### src/rtl/bil_pkg.sv
package bil_pkg;
  localparam logic [7:0] READ_OPCODE = 8'h03;
  localparam logic [7:0] FIRST_ADDR  = 8'h00;
  localparam int unsigned HDR_BITS   = 16;

  typedef enum logic [1:0] {
    ST_START = 2'd0,
    ST_XFER  = 2'd1,
    ST_STOP  = 2'd2,
    ST_DONE  = 2'd3
  } ldr_state_t;
endpackage

### src/rtl/bil_sclk_gen.sv
module bil_sclk_gen #(
  parameter int unsigned CLK_DIV = 4
) (
  input  logic clk,
  input  logic rst,
  input  logic en,
  output logic sclk,
  output logic rise_p,
  output logic fall_p
);
  localparam int unsigned HALF = CLK_DIV / 2;

  logic tick;

  generate
    if (HALF <= 1) begin : g_nodiv
      assign tick = en;
    end else begin : g_div
      localparam int CW = $clog2(HALF);
      logic [CW-1:0] cnt;
      always_ff @(posedge clk) begin
        if (rst || !en)                 cnt <= '0;
        else if (cnt == CW'(HALF - 1))  cnt <= '0;
        else                            cnt <= cnt + 1'b1;
      end
      assign tick = en && (cnt == CW'(HALF - 1));
    end
  endgenerate

  assign rise_p = tick && !sclk;
  assign fall_p = tick && sclk;

  always_ff @(posedge clk) begin
    if (rst || !en) sclk <= 1'b0;
    else if (tick)  sclk <= ~sclk;
  end
endmodule

### src/rtl/bil_cmd_shifter.sv
module bil_cmd_shifter
  import bil_pkg::*;
(
  input  logic clk,
  input  logic rst,
  input  logic load,
  input  logic shift,
  output logic mosi
);
  logic [HDR_BITS-1:0] sr;

  always_ff @(posedge clk) begin
    if (rst)        sr <= '0;
    else if (load)  sr <= {READ_OPCODE, FIRST_ADDR};
    else if (shift) sr <= {sr[HDR_BITS-2:0], 1'b0};
  end

  assign mosi = sr[HDR_BITS-1];
endmodule

### src/rtl/bil_word_packer.sv
module bil_word_packer #(
  parameter int unsigned WORD_BITS = 32,
  parameter int unsigned ADDR_W    = 6
) (
  input  logic                 clk,
  input  logic                 rst,
  input  logic                 bit_vld,
  input  logic                 bit_val,
  output logic                 we_o,
  output logic [ADDR_W-1:0]    addr_o,
  output logic [WORD_BITS-1:0] data_o
);
  localparam int CW = $clog2(WORD_BITS);

  logic [CW-1:0]        bit_cnt;
  logic [WORD_BITS-2:0] sr;
  logic [ADDR_W-1:0]    next_addr;

  always_ff @(posedge clk) begin
    if (rst) begin
      bit_cnt   <= '0;
      sr        <= '0;
      next_addr <= '0;
      we_o      <= 1'b0;
      addr_o    <= '0;
      data_o    <= '0;
    end else begin
      we_o <= 1'b0;
      if (bit_vld) begin
        sr <= {sr[WORD_BITS-3:0], bit_val};
        if (bit_cnt == CW'(WORD_BITS - 1)) begin
          bit_cnt   <= '0;
          we_o      <= 1'b1;
          addr_o    <= next_addr;
          data_o    <= {sr, bit_val};
          next_addr <= next_addr + 1'b1;
        end else begin
          bit_cnt <= bit_cnt + 1'b1;
        end
      end
    end
  end

  // writes are a whole word of serial bits apart, never back to back
  assert_write_spacing_R6: assert property (@(posedge clk) disable iff (rst)
    we_o |=> !we_o);

  // consecutive writes use consecutive addresses
  assert_addr_step_R7: assert property (@(posedge clk) disable iff (rst)
    (we_o && addr_o != '0) |-> (next_addr == addr_o + 1'b1));
endmodule

### src/rtl/boot_image_loader.sv
module boot_image_loader
  import bil_pkg::*;
#(
  parameter int unsigned CLK_DIV        = 4,
  parameter int unsigned IMAGE_BYTES    = 256,
  parameter int unsigned BYTES_PER_WORD = 4,
  parameter int unsigned WORD_BITS      = 8 * BYTES_PER_WORD,
  parameter int unsigned WORDS          = IMAGE_BYTES / BYTES_PER_WORD,
  parameter int unsigned ADDR_W         = (WORDS > 1) ? $clog2(WORDS) : 1
) (
  input  logic                 clk,
  input  logic                 rst,
  output logic                 sck_o,
  output logic                 cs_n_o,
  output logic                 mosi_o,
  input  logic                 miso_i,
  output logic                 code_we_o,
  output logic [ADDR_W-1:0]    code_addr_o,
  output logic [WORD_BITS-1:0] code_wdata_o,
  output logic                 done_o
);
  localparam int unsigned TOTAL_BITS = HDR_BITS + 8 * IMAGE_BYTES;
  localparam int BCW = $clog2(TOTAL_BITS + 1);
  localparam logic [BCW-1:0] LAST_BIT  = BCW'(TOTAL_BITS - 1);
  localparam logic [BCW-1:0] DATA_FROM = BCW'(HDR_BITS);

  ldr_state_t     state;
  logic [BCW-1:0] bit_cnt;
  logic           rise_p, fall_p;

  always_ff @(posedge clk) begin
    if (rst) begin
      state   <= ST_START;
      cs_n_o  <= 1'b1;
      bit_cnt <= '0;
      done_o  <= 1'b0;
    end else begin
      unique case (state)
        ST_START: begin
          cs_n_o  <= 1'b0;
          bit_cnt <= '0;
          state   <= ST_XFER;
        end
        ST_XFER: begin
          if (fall_p) begin
            bit_cnt <= bit_cnt + 1'b1;
            if (bit_cnt == LAST_BIT) begin
              cs_n_o <= 1'b1;
              state  <= ST_STOP;
            end
          end
        end
        ST_STOP: begin
          done_o <= 1'b1;
          state  <= ST_DONE;
        end
        default: state <= ST_DONE;
      endcase
    end
  end

  bil_sclk_gen #(.CLK_DIV(CLK_DIV)) sclk_i (
    .clk    (clk),
    .rst    (rst),
    .en     (state == ST_XFER),
    .sclk   (sck_o),
    .rise_p (rise_p),
    .fall_p (fall_p)
  );

  bil_cmd_shifter cmd_i (
    .clk   (clk),
    .rst   (rst),
    .load  (state == ST_START),
    .shift (fall_p),
    .mosi  (mosi_o)
  );

  bil_word_packer #(.WORD_BITS(WORD_BITS), .ADDR_W(ADDR_W)) pack_i (
    .clk     (clk),
    .rst     (rst),
    .bit_vld (rise_p && (bit_cnt >= DATA_FROM)),
    .bit_val (miso_i),
    .we_o    (code_we_o),
    .addr_o  (code_addr_o),
    .data_o  (code_wdata_o)
  );

  // serial output holds still while the serial clock is high
  assert_mosi_stable_R3: assert property (@(posedge clk) disable iff (rst)
    (sck_o && $past(sck_o)) |-> $stable(mosi_o));

  // chip select is released only with the serial clock low
  assert_cs_release_R5: assert property (@(posedge clk) disable iff (rst)
    $rose(cs_n_o) |-> !sck_o);

  // done follows chip-select release
  assert_done_after_cs_R8: assert property (@(posedge clk) disable iff (rst)
    $rose(done_o) |-> (cs_n_o && $past(cs_n_o)));

  // done is sticky and the bus stays quiet
  assert_done_sticky_R8: assert property (@(posedge clk) disable iff (rst)
    done_o |=> (done_o && cs_n_o && !sck_o && !code_we_o));
endmodule

### config.mk
export PLATFORM = sky130hd
export DESIGN_NAME = boot_image_loader
export DESIGN_NICKNAME = d
export VERILOG_FILES = /design/src/rtl/bil_pkg.sv /design/src/rtl/bil_sclk_gen.sv /design/src/rtl/bil_cmd_shifter.sv /design/src/rtl/bil_word_packer.sv /design/src/rtl/boot_image_loader.sv
export SDC_FILE = /design/constraint.sdc
export NUM_CORES = 1
export LEC_CHECK = 0
export ABC_AREA = 1
export BUFFER_PORTS_ARGS = -buffer_cell sky130_fd_sc_hd__buf_2
export CAP_MARGIN = 15
export CORE_ASPECT_RATIO = 2
export CORE_UTILIZATION = 40
export CTS_CLUSTER_DIAMETER = 80
export DETAILED_ROUTE_END_ITERATION = 16
export HOLD_SLACK_MARGIN = 0.1
export PLACE_DENSITY_LB_ADDON = 0.15
export SYNTH_ARGS = -nofsm -noshare
export SYNTH_HDL_FRONTEND = slang
export SYNTH_SLANG_ARGS = --single-unit
### constraint.sdc
create_clock -name clk -period 1.8 [get_ports clk]
set_clock_uncertainty 0.2 [all_clocks]
set_input_delay 0.36 -clock clk [delete_from_list [all_inputs] [get_ports clk]]
set_output_delay 0.36 -clock clk [all_outputs]
set_load 0.01 [all_outputs]
==> metrics.cfg <==
[cts]
insertion_delay_ns = 0.34
clock_sinks = 107
clockBufferDepth = 2
tritoncts = built
clk_pin_slew_worst_paths_ns = 0.07
cts_buffers = 9
root_buffer = clkbuf_16
cts_max_level = 3

[floorplanning]
die_w_um = 73.3
initial_core_util_pct = 41.4
die_area_mm2 = 0.0106
row_count = 51
core_area_mm2 = 0.00983
io_pins = 46
chipHeight_um = 145

[logic_synthesis]
synthCells = 527
netlist_area_mm2 = 0.00407
synth_nets = 535
ys_seq_area_share_pct = 52.7
ys_ff_latch = 107
yosysWarnings = 0
avgSynthCellArea_um2 = 7.72
ys_types = 28

[detailed_routing]
dr_total_vias = 3462
wl_per_cell_um = 12.5
drtIter0Drc = 112
dr.pass1.iters = 4
ant_nets = 0
route.detailed.drc = 0
wirelength_um = 8970
vias_per_cell = 4.81

[final_layout]
fillCellCount = 983
drive_gt1_share_pct = 20.1
multiInputGateArea_mm2 = 0.00171
ff_latch_area_mm2 = 0.00214
nets = 591
antennaDiodeCount = 0
area_growth_pct = 23.2

[setup_path]
worstSetupPathType = flip-flop to flip-flop
endpoint_kind = flip-flop
crit_path_cell_trace = ha_4 > inv_2 > nor3_2 > ha_2 > nand3_4 > nor2_4 > buf_6 > clkbuf_16 > nand2_1 > nand2_1
startpoint_type = flip-flop
critPathTopFamily = simple AND/OR/NAND/NOR gates
cp.arrival_ns = 1.88
cpMostUsedCell = nand2_1
slowest_stage = dfxtp_2
worst-path-buf-inv = 3
cp_slowest_stage_delay_ns = 0.36
required_ns = 1.89
worstPathMaxFanout = 10

[timing]
max_slew.worst_pin.slew_ns = 0.324
hold_viol = 0
rsz0062_at_grt = yes
finalSetupViolCount = 0
drv_slew = 0
period_minus_slack_ns = 1.79
period_share_pct = 99.5
fmax_ghz = 0.559
relSlewSlack_pct = 78.4
fin_tns_setup_ns = 0

[hold_path]
hp-class = primary input to flip-flop

[place]
dp_hpwl_um = 5740
place_congestion = 0.860
port-buffer-count = 45

[global_route]
grt_pass1_vias = 3162
grt_pass1_wl_um = 14600
antenna_found_initial = 0
overflow = 0
grt_max_degree = 35
grt_usage_pct = 18.2

[power_and_ir_drop]
vdd_drop_max_mv = 0.532
total_power_mw = 4.60
powerDensity_mw_per_mm2 = 919
p_leak_nw = 2.28

[outcome]
status = completed

[job]
max_cap_viol_count = 0

final timing paths:
path | from | end | slack (ns) | cells after the start
setup / recovery | pack_i.bit_cnt[0]$_SDFFE_PP0P_ | pack_i.data_o[2]$_SDFFE_PP0P_ | 0.01 | 10
setup reg to reg | pack_i.bit_cnt[0]$_SDFFE_PP0P_ | pack_i.data_o[2]$_SDFFE_PP0P_ | 0.01 | 10
hold / removal | rst | done_o$_SDFFE_PP0N_ | 0.17 | 2
hold reg to reg | cmd_i.sr[13]$_SDFFE_PP0P_ | cmd_i.sr[13]$_SDFFE_PP0P_ | 0.26 | 2
timing repair:
action | 4_1_cts | 5_1_grt
pin swaps | 2 | 5
gates cloned | 2 | 2
endpoints found under the setup margin | 33 | 68
resized for setup | 5 | 24
endpoints found under the hold margin | 2 | 0
buffers inserted | 2 | 2
hold buffers | 1 | 0
synthesized netlist by cell type:
library cell	number	area share, %
nor2_1	88	8.1
a21oi_1	24	3.0
nor3_1	5	0.62
or2_1	1	0.15
nand2_1	121	11
inv_2	2	0.18
o31ai_1	1	0.18
nor2_2	1	0.15
nand3_4	1	0.43
nor4_1	1	0.15
xor2_1	2	0.43
o21ai_1	6	0.74
xnor2_1	2	0.43
nor2_4	3	0.83
buf_4	1	0.18
inv_1	31	2.9
buf_6	5	1.4
buf_2	8	0.98
nand4_2	1	0.31
nand2_2	4	0.62
nand3_1	51	6.3
dfxtp_1	107	53
buf_1	5	0.46
nand4_1	4	0.62
o21ai_0	38	4.7
clkbuf_1	8	0.74
or2_2	1	0.15
ha_1	5	1.5
through the flow:
| step | util, % | instance area [um2] | hold slack (ns) | worst slack [ns] | std cells |
|---|---|---|---|---|---|
| 2_1_floorplan | - | 4070 | 0.220 | 0.136 | 527 |
| 4_1_cts | 49.7 | 4880 | 0.160 | -0.0188 | 716 |
| 3_3_place_gp | 45.4 | 4470 | 0.245 | 0.0144 | 695 |
| 5_1_grt | 51.0 | 5010 | 0.173 | -0.0712 | 720 |
| 3_5_place_dp | 45.4 | 4470 | 0.249 | -0.0291 | 695 |
| 6_report | 51.0 | 5010 | 0.174 | 0.00951 | 720 |
layout make-up:
| cell class | instances | share of cell area (%) |
|---|---|---|
| Tap cell | 132 | 3.30 |
| Multi-Input combinational cell | 360 | 34.2 |
| Inverter | 33 | 2.52 |
| Clock inverter | 5 | 1.72 |
| Timing Repair Buffer | 72 | 10.8 |
| Sequential cell | 107 | 42.8 |
| Clock buffer | 11 | 4.64 |
sequential cells by signal, summed over array words and instances (netlist names), 2 cells and up:
signal / flops
pack_i.next_addr: 6
pack_i.data_o: 32
bit_cnt: 12
state: 2
cmd_i.sr: 8
pack_i.bit_cnt: 5
pack_i.sr: 31
pack_i.addr_o: 6
metal layers:
| layer | vias up | share of wire [%] | GRT usage (%) | wire length (um) |
|---|---|---|---|---|
| li1 | 1795 | - | - | - |
| met1 | 1608 | 41 | 20.2 | 3650 |
| met2 | 49 | 54 | 32.5 | 4870 |
| met3 | 10 | 3.3 | 4.25 | 299 |
| met4 | 0 | 1.7 | 7.59 | 150 |
| met5 | - | 0 | 0 | 0 |
cells by family (layout without fill, tap and decap cells):
group	count (synthesis)	in the layout	synth area share (%)
flip-flops	107	107	52.7
AND/OR/NAND/NOR	282	282	29.6
buffers and inverters	60	121	6.80
AO/OA/AOI/OAI	69	69	8.55
adder cells (fa/ha/maj)	5	5	1.54
XOR/XNOR	4	4	0.861
worst reg2reg max path, stage by stage, from the launching register on:
cell,delay [ns]
dfxtp_2,0.36
ha_4,0.14
inv_2,0.04
nor3_2,0.12
ha_2,0.22
nand3_4,0.11
nor2_4,0.14
buf_6,0.15
clkbuf_16,0.17
nand2_1,0.05
nand2_1,0.05
layout by cell type, fill, tap and decap left out, types with 3 or more instances in the layout:
cell and n:
nor2_4 3, inv_1 28, nand2_4 3, buf_2 45
ha_1 3, nand2_2 13, o21ai_0 38, inv_2 4
a21oi_1 24, nand3_1 51, nand2_1 109, dfxtp_1 105
nor2_1 88, nor3_1 4, o21ai_1 6, buf_4 18
nand4_1 4, clkbuf_16 11
report_power, final:
group	internal [mW]	switching, mW	leakage [nW]
sequential	2.38	0.00775	0.864
clock	1.23	0.866	0.148
combinational	0.0408	0.0816	1.27
total	3.65	0.955	2.28
Note: power is estimated with default switching activity, not from simulation.
